### config.mk
export PLATFORM = sky130hd
export DESIGN_NAME = rtcs_slave
export DESIGN_NICKNAME = d
export VERILOG_FILES = /design/src/rtl/rtcs_pkg.sv /design/src/rtl/rtcs_sync.sv /design/src/rtl/rtcs_shifter.sv /design/src/rtl/rtcs_decode.sv /design/src/rtl/rtcs_regfile.sv /design/src/rtl/rtcs_slave.sv
export SDC_FILE = /design/constraint.sdc
export NUM_CORES = 1
export LEC_CHECK = 0
export ABC_CLOCK_PERIOD_IN_PS = 6800
export BUFFER_PORTS_ARGS = -buffer_cell sky130_fd_sc_hd__buf_4
export CAP_MARGIN = 0
export CORE_ASPECT_RATIO = 1.2
export CORE_MARGIN = 4
export CORE_UTILIZATION = 47
export DETAILED_ROUTE_END_ITERATION = 16
export GPL_TIMING_DRIVEN = 0
export PLACE_DENSITY = 0.67
export SLEW_MARGIN = 5
export SYNTH_ARGS = -nofsm -noshare
export SYNTH_HDL_FRONTEND = slang
export SYNTH_HIERARCHICAL = 1
export SYNTH_SLANG_ARGS = --single-unit
### constraint.sdc
create_clock -name clk -period 6.8 [get_ports clk]
set_clock_uncertainty 0.1 [all_clocks]
set_input_delay 0.34 -clock clk [delete_from_list [all_inputs] [get_ports clk]]
set_output_delay 0.34 -clock clk [all_outputs]
set_load 0.02 [all_outputs]
### src/rtl/rtcs_pkg.sv
package rtcs_pkg;

   localparam int unsigned WORD_W     = 32;
   localparam int unsigned ADDR_W     = 24;
   localparam int unsigned IDX_W      = 4;
   localparam int unsigned TEST_WORDS = 4;

   localparam logic [ADDR_W-1:0] A_COUNT   = 24'h200000;
   localparam logic [ADDR_W-1:0] A_MEM0    = 24'h200001;
   localparam logic [ADDR_W-1:0] A_SNAP    = 24'h204000;
   localparam logic [ADDR_W-1:0] A_TMR_ON  = 24'h210000;
   localparam logic [ADDR_W-1:0] A_TMR_OFF = 24'h210001;
   localparam logic [ADDR_W-1:0] A_TEST0   = 24'h210004;
   localparam logic [ADDR_W-1:0] A_STATUS  = 24'h21000C;
   localparam logic [ADDR_W-1:0] A_CONFIG  = 24'h21000D;

   localparam int unsigned STAT_PWR_BIT  = 11;
   localparam int unsigned STAT_BATT_BIT = 9;

   typedef enum logic [1:0] {
      PH_CMD,
      PH_DATA,
      PH_SPENT
   } phase_t;

   typedef enum logic [3:0] {
      RG_NONE,
      RG_COUNT,
      RG_MEM,
      RG_SNAP,
      RG_TMR_ON,
      RG_TMR_OFF,
      RG_TEST,
      RG_STATUS,
      RG_CONFIG
   } reg_sel_t;

   typedef struct packed {
      reg_sel_t           sel;
      logic [IDX_W-1:0]   idx;
      logic               rd_ok;
      logic               wr_ok;
   } dec_t;

endpackage

### src/rtl/rtcs_sync.sv
module rtcs_sync #(
   parameter int unsigned WIDTH  = 1,
   parameter int unsigned STAGES = 2
) (
   input  logic             clk,
   input  logic             rst_n,
   input  logic [WIDTH-1:0] d,
   output logic [WIDTH-1:0] q
);

   generate
      if (STAGES == 0) begin : g_bypass
         assign q = d;
      end else begin : g_chain
         logic [WIDTH-1:0] stg [STAGES];
         always_ff @(posedge clk or negedge rst_n) begin
            if (!rst_n) begin
               for (int i = 0; i < STAGES; i++) stg[i] <= '0;
            end else begin
               stg[0] <= d;
               for (int i = 1; i < STAGES; i++) stg[i] <= stg[i-1];
            end
         end
         assign q = stg[STAGES-1];
      end
   endgenerate

endmodule

### src/rtl/rtcs_shifter.sv
module rtcs_shifter #(
   parameter int unsigned W = 32
) (
   input  logic         clk,
   input  logic         rst_n,
   input  logic         sck_s,
   input  logic         cs_act,
   input  logic         mosi_s,
   input  logic         load,
   input  logic [W-1:0] load_word,
   output logic         word_done,
   output logic [W-1:0] rx_word,
   output logic         tx_msb
);

   localparam int unsigned CNT_W = (W > 1) ? $clog2(W) : 1;
   localparam logic [CNT_W-1:0] LAST_BIT = CNT_W'(W - 1);

   logic             sck_q;
   logic             rise, fall;
   logic [CNT_W-1:0] bit_cnt;
   logic [W-1:0]     rx_sh;
   logic [W-1:0]     tx_sh;

   assign rise = cs_act &  sck_s & ~sck_q;
   assign fall = cs_act & ~sck_s &  sck_q;

   always_ff @(posedge clk or negedge rst_n) begin
      if (!rst_n) begin
         sck_q   <= 1'b0;
         bit_cnt <= '0;
         rx_sh   <= '0;
         tx_sh   <= '0;
      end else begin
         sck_q <= sck_s;
         if (!cs_act)   bit_cnt <= '0;
         else if (rise) bit_cnt <= (bit_cnt == LAST_BIT) ? '0 : bit_cnt + 1'b1;
         if (rise) rx_sh <= {rx_sh[W-2:0], mosi_s};
         // the falling edge right after a completed word must not shift
         if (load)                         tx_sh <= load_word;
         else if (fall && bit_cnt != '0)   tx_sh <= {tx_sh[W-2:0], 1'b0};
      end
   end

   assign word_done = rise && (bit_cnt == LAST_BIT);
   assign rx_word   = {rx_sh[W-2:0], mosi_s};
   assign tx_msb    = tx_sh[W-1];

   AST_BITCNT_CLEAR: assert property (@(posedge clk) disable iff (!rst_n)
      !cs_act |=> (bit_cnt == '0));

endmodule

### src/rtl/rtcs_decode.sv
module rtcs_decode
   import rtcs_pkg::*;
#(
   parameter int unsigned MEM_WORDS = 16
) (
   input  logic [ADDR_W-1:0] addr,
   output dec_t              dec
);

   localparam logic [ADDR_W-1:0] MEM_END  = A_MEM0 + ADDR_W'(MEM_WORDS);
   localparam logic [ADDR_W-1:0] TEST_END = A_TEST0 + ADDR_W'(TEST_WORDS);

   logic [ADDR_W-1:0] mem_off, test_off;

   assign mem_off  = addr - A_MEM0;
   assign test_off = addr - A_TEST0;

   always_comb begin
      dec = '{sel: RG_NONE, idx: '0, rd_ok: 1'b0, wr_ok: 1'b0};
      if (addr == A_COUNT) begin
         dec = '{sel: RG_COUNT, idx: '0, rd_ok: 1'b1, wr_ok: 1'b1};
      end else if (addr >= A_MEM0 && addr < MEM_END) begin
         dec = '{sel: RG_MEM, idx: mem_off[IDX_W-1:0], rd_ok: 1'b1, wr_ok: 1'b1};
      end else if (addr == A_SNAP) begin
         dec = '{sel: RG_SNAP, idx: '0, rd_ok: 1'b1, wr_ok: 1'b1};
      end else if (addr == A_TMR_ON) begin
         dec = '{sel: RG_TMR_ON, idx: '0, rd_ok: 1'b1, wr_ok: 1'b1};
      end else if (addr == A_TMR_OFF) begin
         dec = '{sel: RG_TMR_OFF, idx: '0, rd_ok: 1'b1, wr_ok: 1'b1};
      end else if (addr >= A_TEST0 && addr < TEST_END) begin
         dec = '{sel: RG_TEST, idx: test_off[IDX_W-1:0], rd_ok: 1'b1, wr_ok: 1'b0};
      end else if (addr == A_STATUS) begin
         dec = '{sel: RG_STATUS, idx: '0, rd_ok: 1'b1, wr_ok: 1'b0};
      end else if (addr == A_CONFIG) begin
         dec = '{sel: RG_CONFIG, idx: '0, rd_ok: 1'b1, wr_ok: 1'b1};
      end
   end

endmodule

### src/rtl/rtcs_regfile.sv
module rtcs_regfile
   import rtcs_pkg::*;
#(
   parameter int unsigned MEM_WORDS = 16,
   parameter logic [WORD_W-1:0] TEST_BASE = 32'h5A5A_0000
) (
   input  logic              clk,
   input  logic              rst_n,
   input  logic              tick,
   input  logic              we,
   input  reg_sel_t          wsel,
   input  logic [IDX_W-1:0]  widx,
   input  logic [WORD_W-1:0] wdata,
   input  reg_sel_t          rsel,
   input  logic [IDX_W-1:0]  ridx,
   input  logic              pwr_flag,
   input  logic              batt_flag,
   output logic [WORD_W-1:0] rdata
);

   logic              tick_q, tick_ev, cnt_wr;
   logic [WORD_W-1:0] cnt_q, snap_q, tmr_on_q, tmr_off_q, cfg_q;
   logic [WORD_W-1:0] mem_q [MEM_WORDS];

   assign tick_ev = tick & ~tick_q;
   assign cnt_wr  = we && (wsel == RG_COUNT);

   always_ff @(posedge clk or negedge rst_n) begin
      if (!rst_n) begin
         tick_q    <= 1'b0;
         cnt_q     <= '0;
         snap_q    <= '0;
         tmr_on_q  <= '0;
         tmr_off_q <= '0;
         cfg_q     <= '0;
      end else begin
         tick_q <= tick;
         if (cnt_wr)       cnt_q <= wdata;
         else if (tick_ev) cnt_q <= cnt_q + 1'b1;
         if (we) begin
            case (wsel)
               RG_SNAP:    snap_q    <= wdata;
               RG_TMR_ON:  tmr_on_q  <= wdata;
               RG_TMR_OFF: tmr_off_q <= wdata;
               RG_CONFIG:  cfg_q     <= wdata;
               default: ;
            endcase
         end
      end
   end

   generate
      for (genvar g = 0; g < MEM_WORDS; g++) begin : g_mem
         always_ff @(posedge clk or negedge rst_n) begin
            if (!rst_n) mem_q[g] <= '0;
            else if (we && wsel == RG_MEM && widx == IDX_W'(g)) mem_q[g] <= wdata;
         end
      end
   endgenerate

   always_comb begin
      rdata = '0;
      case (rsel)
         RG_COUNT:   rdata = cnt_q;
         RG_MEM:     rdata = mem_q[ridx];
         RG_SNAP:    rdata = snap_q;
         RG_TMR_ON:  rdata = tmr_on_q;
         RG_TMR_OFF: rdata = tmr_off_q;
         RG_CONFIG:  rdata = cfg_q;
         RG_TEST:    rdata = TEST_BASE + WORD_W'(ridx);
         RG_STATUS: begin
            rdata[STAT_PWR_BIT]  = pwr_flag;
            rdata[STAT_BATT_BIT] = batt_flag;
         end
         default:    rdata = '0;
      endcase
   end

   AST_TICK_STEP: assert property (@(posedge clk) disable iff (!rst_n)
      (tick_ev && !cnt_wr) |=> (cnt_q == $past(cnt_q) + 32'd1));
   AST_COUNT_HOLD: assert property (@(posedge clk) disable iff (!rst_n)
      (!tick_ev && !cnt_wr) |=> $stable(cnt_q));
   AST_LOAD_WINS: assert property (@(posedge clk) disable iff (!rst_n)
      cnt_wr |=> (cnt_q == $past(wdata)));

endmodule

### src/rtl/rtcs_slave.sv
module rtcs_slave
   import rtcs_pkg::*;
#(
   parameter int unsigned MEM_WORDS   = 16,
   parameter int unsigned SYNC_STAGES = 2,
   parameter logic [WORD_W-1:0] TEST_BASE = 32'h5A5A_0000
) (
   input  logic clk,
   input  logic rst_n,
   input  logic spi_sck,
   input  logic spi_cs_n,
   input  logic spi_mosi,
   output logic spi_miso,
   input  logic sec_tick,
   input  logic pwr_unstable,
   input  logic batt_low
);

   localparam int unsigned N_SYNC = 6;

   generate
      if (MEM_WORDS < 1 || MEM_WORDS > 16) begin : g_bad_mem
         $error("rtcs_slave: MEM_WORDS must lie in 1..16");
      end
      if (SYNC_STAGES > 4) begin : g_bad_sync
         $error("rtcs_slave: SYNC_STAGES must not exceed 4");
      end
   endgenerate

   logic [N_SYNC-1:0] raw_in, syn;
   logic sck_s, cs_act, mosi_s, tick_s, pwr_s, batt_s;

   assign raw_in = {batt_low, pwr_unstable, sec_tick, spi_mosi, ~spi_cs_n, spi_sck};

   rtcs_sync #(.WIDTH(N_SYNC), .STAGES(SYNC_STAGES)) u_sync (
      .clk(clk), .rst_n(rst_n), .d(raw_in), .q(syn)
   );

   assign {batt_s, pwr_s, tick_s, mosi_s, cs_act, sck_s} = syn;

   logic              word_done, tx_msb, tx_load;
   logic [WORD_W-1:0] rx_word, rdata, load_word;
   logic              cmd_done, data_done, cmd_wr, we;
   logic [ADDR_W-1:0] cmd_addr;
   dec_t              dec_now;

   phase_t            phase_q;
   logic              wr_flag_q, wr_ok_q;
   reg_sel_t          wsel_q;
   logic [IDX_W-1:0]  widx_q;

   assign cmd_done  = word_done && (phase_q == PH_CMD);
   assign data_done = word_done && (phase_q == PH_DATA);
   assign cmd_wr    = rx_word[WORD_W-1];
   assign cmd_addr  = {1'b0, rx_word[WORD_W-2:8]};

   rtcs_decode #(.MEM_WORDS(MEM_WORDS)) u_dec (
      .addr(cmd_addr), .dec(dec_now)
   );

   always_ff @(posedge clk or negedge rst_n) begin
      if (!rst_n) begin
         phase_q   <= PH_CMD;
         wr_flag_q <= 1'b0;
         wr_ok_q   <= 1'b0;
         wsel_q    <= RG_NONE;
         widx_q    <= '0;
      end else if (!cs_act) begin
         phase_q <= PH_CMD;
      end else if (cmd_done) begin
         phase_q   <= PH_DATA;
         wr_flag_q <= cmd_wr;
         wr_ok_q   <= dec_now.wr_ok;
         wsel_q    <= dec_now.sel;
         widx_q    <= dec_now.idx;
      end else if (data_done) begin
         phase_q <= PH_SPENT;
      end
   end

   assign we        = data_done && wr_flag_q && wr_ok_q;
   assign tx_load   = cmd_done && !cmd_wr;
   assign load_word = dec_now.rd_ok ? rdata : '0;

   rtcs_regfile #(.MEM_WORDS(MEM_WORDS), .TEST_BASE(TEST_BASE)) u_regs (
      .clk(clk), .rst_n(rst_n), .tick(tick_s),
      .we(we), .wsel(wsel_q), .widx(widx_q), .wdata(rx_word),
      .rsel(dec_now.sel), .ridx(dec_now.idx),
      .pwr_flag(pwr_s), .batt_flag(batt_s), .rdata(rdata)
   );

   rtcs_shifter #(.W(WORD_W)) u_shift (
      .clk(clk), .rst_n(rst_n), .sck_s(sck_s), .cs_act(cs_act), .mosi_s(mosi_s),
      .load(tx_load), .load_word(load_word),
      .word_done(word_done), .rx_word(rx_word), .tx_msb(tx_msb)
   );

   assign spi_miso = cs_act && (phase_q == PH_DATA) && !wr_flag_q && tx_msb;

   AST_CS_CLEARS: assert property (@(posedge clk) disable iff (!rst_n)
      !cs_act |=> (phase_q == PH_CMD));
   AST_SPENT_HOLDS: assert property (@(posedge clk) disable iff (!rst_n)
      (phase_q == PH_SPENT && cs_act) |=> (phase_q == PH_SPENT));

endmodule

==> flow_metrics.py, run 1 <==
metrics = {
    "timing": {
        "finalCriticalPeriod_ns": 6.36,
        "post-route-period-util": 0.935,
        "hold_ws_ns": 0.160,
        "max_freq_ghz": 0.157,
        "setup_violations": 0,
        "finalHoldViolations": 0,
        "rsz0062_at_grt": "no",
        "relSlewSlack": 0.121,
        "slew_viol_final": 0,
        "tightest_slew_ns": 1.32,
    },
    "pwr": {
        "vdd_drop_max_uv": 171,
        "p_leak_nw": 18.9,
        "p_total_mw": 9.72,
        "powerDensity_nw_per_um2": 243,
    },
    "critical_path": {
        "cp_top_family": "simple AND/OR/NAND/NOR gates",
        "crit_path_start_kind": "flip-flop",
        "path_common_cell": "clkbuf_1",
        "slowest_stage": "clkbuf_1",
        "r2r_end": "u_shift/tx_sh[29]",
        "crit_path_max_incr_delay_ns": 0.82,
        "reg2reg_from": "u_shift/rx_sh[27]",
        "crit_path_end_kind": "flip-flop",
        "crit_chain": "nor4_1, nand4_1, nor3_1, nand2_1, o22ai_1, clkbuf_1, clkbuf_1, mux4_2, a22oi_1, o211ai_1, and2_1, nor2b_1, a21oi_1",
        "critPathKind": "flip-flop to flip-flop",
        "r2r_setup_slack_ns": 0.44,
        "cp_data_required_time_ns": 7.20,
        "ff2ff_path_depth": 13,
        "cp_data_arrival_time_ns": 6.76,
        "worstPathMaxFanout": 10,
        "path_buf_inv": 2,
    },
    "final_layout": {
        "syn_to_final_growth_pct": 11.7,
        "layout.nets": 2665,
        "final_cells": 3713,
        "drive_gt1_frac": 0.397,
        "fin_util": 0.532,
    },
    "routing": {
        "drt-initial-drc-count": 2339,
        "ant_nets": 0,
        "dr.pass1.iters": 7,
        "routed_via_density": 6.18,
        "vias": 23000,
        "avgRoutedWirePerCell_um": 28.7,
        "drc": 0,
        "wl_um": 106000,
    },
    "yosys": {
        "synth_fa_ha_area_frac": 0.00349,
        "yosys_warnings": 6,
        "synth-compound-area-share": 0.0583,
        "synth-edff-count": 0,
        "yosys-top-cells-count": "766 x dfrtp_1, 646 x mux2_2, 129 x mux4_2, 128 x clkbuf_1, 80 x buf_2",
        "synth.mux.area_fraction": 0.312,
        "ys_seq_area_frac": 0.535,
        "yosys.cell_count.top_type": "dfrtp_1",
        "synthTopCellsByArea": "dfrtp_1 53%, mux2_2 20%, mux4_2 8.1%, clkbuf_1 1.3%, a22oi_1 1.3%",
        "synth.largest_area_cell": "dfrtp_1",
        "netlist-cell-type-count": 78,
        "synthArstFlopShare": 1.00,
        "yosysTopAreaCellShare": 0.535,
        "synthSimpleGateAreaFrac": 0.0512,
        "synth_area_um2": 35800,
        "syn_avg_cell_area_um2": 14.1,
        "synth-xor-area-share": 0.00806,
        "synth_top_family_by_area": "multiplexers",
        "synth-main-ff-cell": "dfrtp_1",
        "synthCells": 2544,
        "synth-seq-cells": 766,
    },
    "outcome": {
        "outcome": "complete, no violations",
    },
    "flow_run": {
        "maxCapViolCount": 0,
    },
    "min_path": {
        "hp-class": "input port to asynchronous set/reset pin",
    },
    "cts": {
        "cts.sinks": 766,
        "cts_resized": 0,
        "cts-root-buf": "clkbuf_16",
        "clockBufferDepth": 3,
        "cts_tree": "built",
        "path_clk_slew_ns": 0.06,
        "cts_made_buffers": 77,
        "htreeDepth": 3,
        "clk-insertion-delay-late_ns": 0.64,
    },
    "grt": {
        "antenna_found_initial": 2,
        "grt_pass1_wl_um": 157000,
        "grt_usage": 0.261,
        "grt_pass1_vias": 23800,
        "grt_start_max_net_pins": 122,
        "grt.overflow.total": 0,
    },
    "floorplan": {
        "dieWidth_um": 260,
        "rows": 110,
        "coreArea_um2": 75300,
        "die_y_um": 311,
        "die-area_um2": 80800,
        "ios": 9,
        "initial_utilization": 0.476,
    },
    "placed_design": {
        "post-place-cells": 3569,
        "gp_congestion": 0.954,
        "hpwl_um": 75700,
        "numPortBuffers": 8,
    },
}
## flip-flops by register name, summed over array words and instances (netlist names)
| signal | cells |
|---|---|
| u_regs/mem_q | 512 |
| u_regs/cfg_q | 32 |
| u_regs/cnt_q | 32 |
| u_regs/snap_q | 32 |
| u_regs/tmr_off_q | 32 |
| u_regs/tmr_on_q | 32 |
| u_shift/tx_sh | 32 |
| u_shift/rx_sh | 31 |
| u_sync/g_chain.stg | 6 |
| u_sync/q | 6 |
| u_shift/bit_cnt | 5 |
| widx_q | 4 |
| wsel_q | 4 |
| phase_q | 2 |
| u_regs/tick_q | 1 |
| u_shift/sck_q | 1 |
| wr_flag_q | 1 |
| wr_ok_q | 1 |
## worst max-delay path by stage
stage	end	start	depth (start not counted)
2_1_floorplan	u_shift/tx_sh[24]	u_shift/rx_sh[9]	15
3_3_place_gp	u_regs/mem_q[362]	rst_n	1
3_5_place_dp	u_shift/tx_sh[28]	u_shift/rx_sh[27]	13
4_1_cts	u_shift/tx_sh[28]	u_shift/rx_sh[27]	13
5_1_grt	u_shift/tx_sh[28]	u_shift/rx_sh[27]	13
6_report	u_shift/tx_sh[29]	u_shift/rx_sh[27]	13
## routing by layer
layer  GRT usage  wire (µm)  part of all wire  vias up
met5           0          0                 0        -
met3      0.0464       6690             0.063      231
met1       0.337      42500              0.40    12200
met2       0.427      51400              0.48      880
met4       0.130       5990             0.056        0
li1            -          -                 -     9616
## kinds of logic after synthesis
group	count (synthesis)
buf+inv	253
other cells	1
simple gates	310
compound gates	311
fa+ha+maj	10
xor+xnor	33
flops	766
mux	860
## final cells by class
type                    instances  area [µm²]
inverters                      17        63.8
flip-flops and latches        766       19200
plain buffers                 236        1090
clock inverters                23         258
multi-input cells            1526       15500
repair buffers                 23         338
fillers                      6171       35200
diodes                          2        5.00
well taps                    1008        1260
clock buffers                 112        2310
## metrics by stage
stage               worst slack [ns]   TNS, ns  cell area [µm²]
finish                         0.444         0            40000
floorplan                       2.91         0            35800
global route                   0.366         0            40000
detailed placement             0.652         0            37400
global placement               -2.93  -2155.71            37200
CTS                            0.607         0            40000
## power breakdown
group          leakage [nW]  internal [mW]  switching (mW)
Sequential             10.6           4.67           0.133
Clock                  1.26           2.55            1.79
Combinational          7.04          0.165           0.407
Total                  18.9           7.39            2.33
## placed cells by master (no fill, tap or decap), types with 14 or more instances in the layout
cell type	count
dfrtp_1	766
mux2_2	646
clkbuf_1	142
mux4_2	129
clkbuf_16	81
buf_2	80
o21ai_0	72
nand2_1	69
a21oi_1	64
a22oi_1	61
nor2b_1	44
mux2i_1	44
nor2_1	39
and2_1	36
mux2_4	27
a41oi_1	26
o211ai_1	25
buf_4	22
nand3_1	21
clkbuf_8	17
o22ai_1	17
xor2_1	17
inv_1	16
xnor2_1	16
nand4_1	14
mux2_1	14
## what timing repair did
item	4_1_cts	5_1_grt
buffers inserted	0	0
hold buffers	7	0
endpoints found under the hold margin	71	0
Note: power is estimated with default switching activity, not from simulation.
==> run 2, diff against run 1 <==
- RECOVER_POWER: unset -> 25
==> run 2 against run 1 <==
Net effect: the run now ends with capacitance limit, slew limit left; combinational power is essentially flat; largest power group unchanged; critical endpoint is now u_shift/tx_sh[26]; critical path depth unchanged; global-route usage unchanged; via count increased by 0.14%; hold slack better by 0.090 ns; register-to-register slack improved by 0.07 ns; non-clock buffer count unchanged; total power about the same; fmax increased by 1.1%.
==> flow_metrics.py, run 2 (same netlist as run 1, synthesis figures left out) <==
metrics = {
    "flow_run": {
        "maxCapViolCount": 1,
    },
    "timing": {
        "finalHoldViolations": 0,
        "rsz0062_at_grt": "no",
        "tightest_slew_ns": 3.81,
        "relSlewSlack": -1.54,
        "post-route-period-util": 0.924,
        "worst_slack_ns": 0.516,
        "setup_violations": 0,
        "finalCriticalPeriod_ns": 6.28,
        "tns_ns": 0,
        "slew_viol_final": 66,
        "max_freq_ghz": 0.159,
    },
    "placed_design": {
        "numPortBuffers": 8,
        "dp_slack_ns": 0.652,
        "gp_congestion": 0.954,
        "dpl_cell_area_um2": 37400,
        "hpwl_um": 75700,
    },
    "cts": {
        "htreeDepth": 3,
        "cts_made_buffers": 77,
        "cts_tree": "built",
        "clk-insertion-delay-late_ns": 0.64,
        "cts_resized": 0,
        "path_clk_slew_ns": 0.06,
        "cts.sinks": 766,
        "post_cts_buffers": 0,
        "cts_hold_buf": 7,
        "clockBufferDepth": 3,
        "cts-root-buf": "clkbuf_16",
    },
    "critical_path": {
        "critPathKind": "flip-flop to flip-flop",
        "r2r_setup_slack_ns": 0.52,
        "crit_path_start_kind": "flip-flop",
        "cp_data_arrival_time_ns": 6.68,
        "worstSetupEndpoint": "u_shift/tx_sh[26]",
        "reg2reg_from": "u_shift/rx_sh[27]",
        "r2r_end": "u_shift/tx_sh[26]",
        "worstPathMaxFanout": 10,
        "crit_path_end_kind": "flip-flop",
        "cp_data_required_time_ns": 7.19,
        "critical_path.startpoint": "u_shift/rx_sh[27]",
        "ff2ff_path_depth": 13,
    },
    "routing": {
        "routed_via_density": 6.20,
        "wl_um": 106000,
        "ant_nets": 0,
        "dr.pass1.iters": 6,
        "vias": 23000,
        "drc": 0,
        "avgRoutedWirePerCell_um": 28.7,
        "drt-initial-drc-count": 2266,
    },
    "pwr": {
        "p_leak_nw": 18.9,
        "vdd_drop_max_uv": 170,
        "powerDensity_nw_per_um2": 243,
    },
    "floorplan": {
        "dieWidth_um": 260,
        "ios": 9,
        "die_y_um": 311,
        "rows": 110,
        "initial_utilization": 0.476,
        "die-area_um2": 80800,
        "coreArea_um2": 75300,
    },
    "grt": {
        "global_route.usage.met2": 0.427,
        "grt_pass1_wl_um": 157000,
        "grt_pass1_vias": 23800,
        "top_usage_layer": "met2",
        "grt.overflow.total": 0,
        "use_met3": 0.0464,
        "grt_usage": 0.261,
        "antenna_found_initial": 2,
        "grt_util_met1": 0.337,
        "grt_start_max_net_pins": 122,
    },
    "final_layout": {
        "largest_register": "u_regs/mem_q",
        "stdcell_area_um2": 40000,
        "final_common_cell": "dfrtp_1",
        "drive_gt1_frac": 0.395,
        "largest_register_ffs": 512,
        "nFillCells": 6175,
        "syn_to_final_growth_pct": 11.6,
        "layout.nets": 2665,
        "mostFrequentLayoutCells": "766 x dfrtp_1, 646 x mux2_2, 147 x clkbuf_1, 129 x mux4_2, 81 x clkbuf_16",
        "fin_util": 0.532,
    },
    "min_path": {
        "hp-class": "flip-flop to flip-flop",
        "hold_start": "u_sync/g_chain.stg[9]",
    },
    "outcome": {
        "outcome": "finished, violations left",
        "violations": "capacitance limit, slew limit",
    },
}
==> run 2: metrics by stage <==
stage	hold WS [ns]	power (mW)	std cells
global placement	0.232	5.39	3561
global route	0.256	10.0	3711
CTS	0.167	9.77	3711
detailed placement	0.231	5.44	3569
floorplan	-0.0556	5.13	2545
finish	0.250	9.71	3712
==> run 2: how the worst min path moves through the flow <==
stage,to,slack [ns],depth (start not counted)
finish,u_sync/q[3],0.25,0
global route,u_sync/q[1],0.26,0
CTS,u_regs/mem_q[27],0.17,2
detailed placement,u_regs/mem_q[59],0.23,1
global placement,u_sync/q[4],0.23,0
floorplan,phase_q[0],-0.06,0
==> run 2: layer usage <==
layer	wire length, µm	vias to the layer above
met1	41800	12200
li1	-	9623
met3	7130	253
met2	51200	928
met5	0	-
met4	6210	0
==> run 2: layout make-up <==
cell class | instances | area, µm² | area share
Buffer | 236 | 1080 | 0.0269
Timing Repair Buffer | 23 | 327 | 0.00816
Inverter | 17 | 63.8 | 0.00159
Sequential cell | 766 | 19200 | 0.479
Clock buffer | 112 | 2310 | 0.0578
Multi-Input combinational cell | 1526 | 15500 | 0.389
Clock inverter | 23 | 258 | 0.00644
Antenna cell | 1 | 2.50 | 0.0000625
Tap cell | 1008 | 1260 | 0.0315
==> run 2: worst max-delay path, stage by stage (launching register included) <==
cell	delay [ns]
dfrtp_1	0.47
nor4_1	0.68
nand4_1	0.38
nor3_1	0.62
nand2_1	0.20
o22ai_1	0.46
clkbuf_1	0.44
buf_1	0.69
mux4_2	0.47
a221oi_1	0.64
o21ai_0	0.49
and2_1	0.30
nor2b_1	0.13
a21oi_1	0.07
==> run 2: report_power, final <==
| group | switching (mW) | total, mW | internal (mW) |
|---|---|---|---|
| Combinational | 0.408 | 0.573 | 0.165 |
| Sequential | 0.131 | 4.80 | 4.67 |
| Clock | 1.79 | 4.33 | 2.55 |
| Total | 2.33 | 9.71 | 7.38 |
==> run 3, diff against run 2 <==
- CORE_UTILIZATION: 47 -> 50
- PLACE_DENSITY: 0.67 -> 0.7
==> run 3 against run 2 <==
Net effect: the flow still finishes with violations (capacitance limit, slew limit); final area fell by 0.27%; global-route usage is 1.6 points higher; wire length decreased by 1.5%; die area fell by 5.8%; count of clock-buffer cells in the layout grew 8; clock power barely moved; setup slack worse by 0.035 ns; total power about the same; combinational power fell by 2%; sequential share of layout area rose by 0.13 points; via count grew 0.22%; critical path type unchanged; largest power group unchanged.
==> flow_metrics.py, run 3 (same netlist as run 1, synthesis figures left out) <==
metrics = {
    "outcome": {
        "outcome": "finished, violations left",
        "violations": "capacitance limit, slew limit",
    },
    "placed_design": {
        "hpwl_um": 74700,
        "numPortBuffers": 8,
        "gp_congestion": 0.988,
    },
    "floorplan": {
        "die-area_um2": 76100,
        "rows": 107,
        "ios": 9,
        "dieWidth_um": 252,
        "coreArea_um2": 71100,
        "die_y_um": 301,
        "initial_utilization": 0.504,
    },
    "routing": {
        "vias": 23000,
        "routed_via_density": 6.35,
        "drc": 0,
        "avgRoutedWirePerCell_um": 28.8,
        "drt-initial-drc-count": 2269,
        "ant_nets": 0,
        "dr.pass1.iters": 6,
        "wl_um": 105000,
    },
    "pwr": {
        "vdd_drop_max_uv": 152,
        "p_leak_nw": 18.9,
        "powerDensity_nw_per_um2": 243,
        "p_total_mw": 9.71,
    },
    "grt": {
        "grt_usage": 0.277,
        "grt_pass1_vias": 24100,
        "antenna_found_initial": 4,
        "grt.overflow.total": 0,
        "grt_pass1_wl_um": 156000,
        "grt_start_max_net_pins": 130,
    },
    "critical_path": {
        "cp_data_required_time_ns": 7.20,
        "critPathKind": "flip-flop to flip-flop",
        "slowest_stage": "buf_1",
        "crit_path_end_kind": "flip-flop",
        "cp_data_arrival_time_ns": 6.72,
        "crit_path_max_incr_delay_ns": 0.79,
        "worstPathMaxFanout": 10,
        "crit_chain": "nor4_1, nand4_1, nor3_1, nand2_1, o22ai_1, clkbuf_1, buf_1, mux4_2, a221oi_1, o21ai_0, and2_1, nor2b_1, a21oi_1",
        "crit_path_start_kind": "flip-flop",
    },
    "timing": {
        "hold_ws_ns": 0.248,
        "finalCriticalPeriod_ns": 6.32,
        "tns_ns": 0,
        "finalHoldViolations": 0,
        "slew_viol_final": 91,
        "setup_violations": 0,
        "post-route-period-util": 0.929,
        "max_freq_ghz": 0.158,
        "relSlewSlack": -2.37,
        "tightest_slew_ns": 5.05,
        "rsz0062_at_grt": "no",
    },
    "final_layout": {
        "largest_register_ffs": 512,
        "largest_register": "u_regs/mem_q",
        "syn_to_final_growth_pct": 11.4,
        "mostFrequentLayoutCells": "766 x dfrtp_1, 646 x mux2_2, 148 x clkbuf_1, 129 x mux4_2",
        "multi_input_area_um2": 15500,
        "nFillCells": 5617,
        "seq_area_um2": 19200,
        "layout.nets": 2664,
        "final_common_cell": "dfrtp_1",
        "drive_gt1_frac": 0.396,
    },
    "cts": {
        "cts.sinks": 766,
        "clockBufferDepth": 3,
        "path_clk_slew_ns": 0.06,
        "htreeDepth": 3,
        "cts_made_buffers": 77,
        "clk-insertion-delay-late_ns": 0.63,
        "cts-root-buf": "clkbuf_16",
        "cts_tree": "built",
        "post_cts_buffers": 0,
    },
    "flow_run": {
        "maxCapViolCount": 2,
    },
    "min_path": {
        "hp-class": "flip-flop to flip-flop",
    },
}
==> run 3: cell types whose count changed in the layout (fill, tap and decap cells not counted), sizes merged <==
| cell | change |
|---|---|
| bufinv | -1 |
| clkbuf | +6 |
| clkinv | -3 |
| clkinvlp | -4 |
| buf | +1 |
| inv | +3 |
==> run 3: critical path, delay by kind of cell, from the launching register on <==
family	cells	cell delay, ns
DFF	1	0.47
buffers and inverters	2	1.31
AOI/OAI and AO/OA	4	1.52
muxes	1	0.47
and+or+nand+nor	6	2.30
==> run 3: final timing paths <==
| check | from | endpoint | slack (ns) | depth (start not counted) |
|---|---|---|---|---|
| max | u_shift/rx_sh[27] | u_shift/tx_sh[26] | 0.48 | 13 |
| min | u_sync/g_chain.stg[7] | u_sync/q[1] | 0.25 | 0 |
| max reg2reg | u_shift/rx_sh[27] | u_shift/tx_sh[26] | 0.48 | 13 |
| min reg2reg | u_sync/g_chain.stg[7] | u_sync/q[1] | 0.25 | 0 |
| max in group asynchronous | rst_n | u_regs/mem_q[187] | 1.40 | 5 |
| min in group asynchronous | rst_n | u_regs/mem_q[336] | 2.02 | 2 |
==> run 3: final cells by class <==
cell class,instances,share of cell area
Buffer,236,0.0271
Inverter,17,0.00160
Timing Repair Buffer,22,0.00749
Antenna cell,1,0.0000627
Sequential cell,766,0.480
Clock buffer,120,0.0597
Multi-Input combinational cell,1526,0.389
Tap cell,926,0.0290
Clock inverter,18,0.00533
==> run 3: routing by layer <==
layer,routed length [µm],vias to the layer above,GRT usage
met5,0,-,0
met4,6460,0,0.147
met3,6980,260,0.0478
met2,50800,966,0.457
met1,40600,12200,0.352
li1,-,9628,-
==> run 3: through the flow <==
step | area, µm² | std cells | utilization | worst slack, ns
4_1_cts | 39900 | 3631 | 0.562 | 0.680
2_1_floorplan | 35800 | 2545 | - | 2.91
5_1_grt | 39900 | 3631 | 0.561 | 0.438
3_5_place_dp | 37300 | 3486 | 0.524 | 0.716
3_3_place_gp | 37100 | 3479 | 0.521 | -2.84
6_report | 39900 | 3632 | 0.561 | 0.481
==> run 3: timing repair <==
action,4_1_cts,5_1_grt
resized for setup,0,0
hold buffers,7,0
endpoints found under the hold margin,93,0
==> run 3: report_power, final <==
part	total (mW)	switching (mW)	leakage, nW	internal [mW]
combinational	0.563	0.399	7.02	0.164
sequential	4.81	0.133	10.6	4.67
clock	4.34	1.78	1.29	2.56
total	9.71	2.31	18.9	7.40
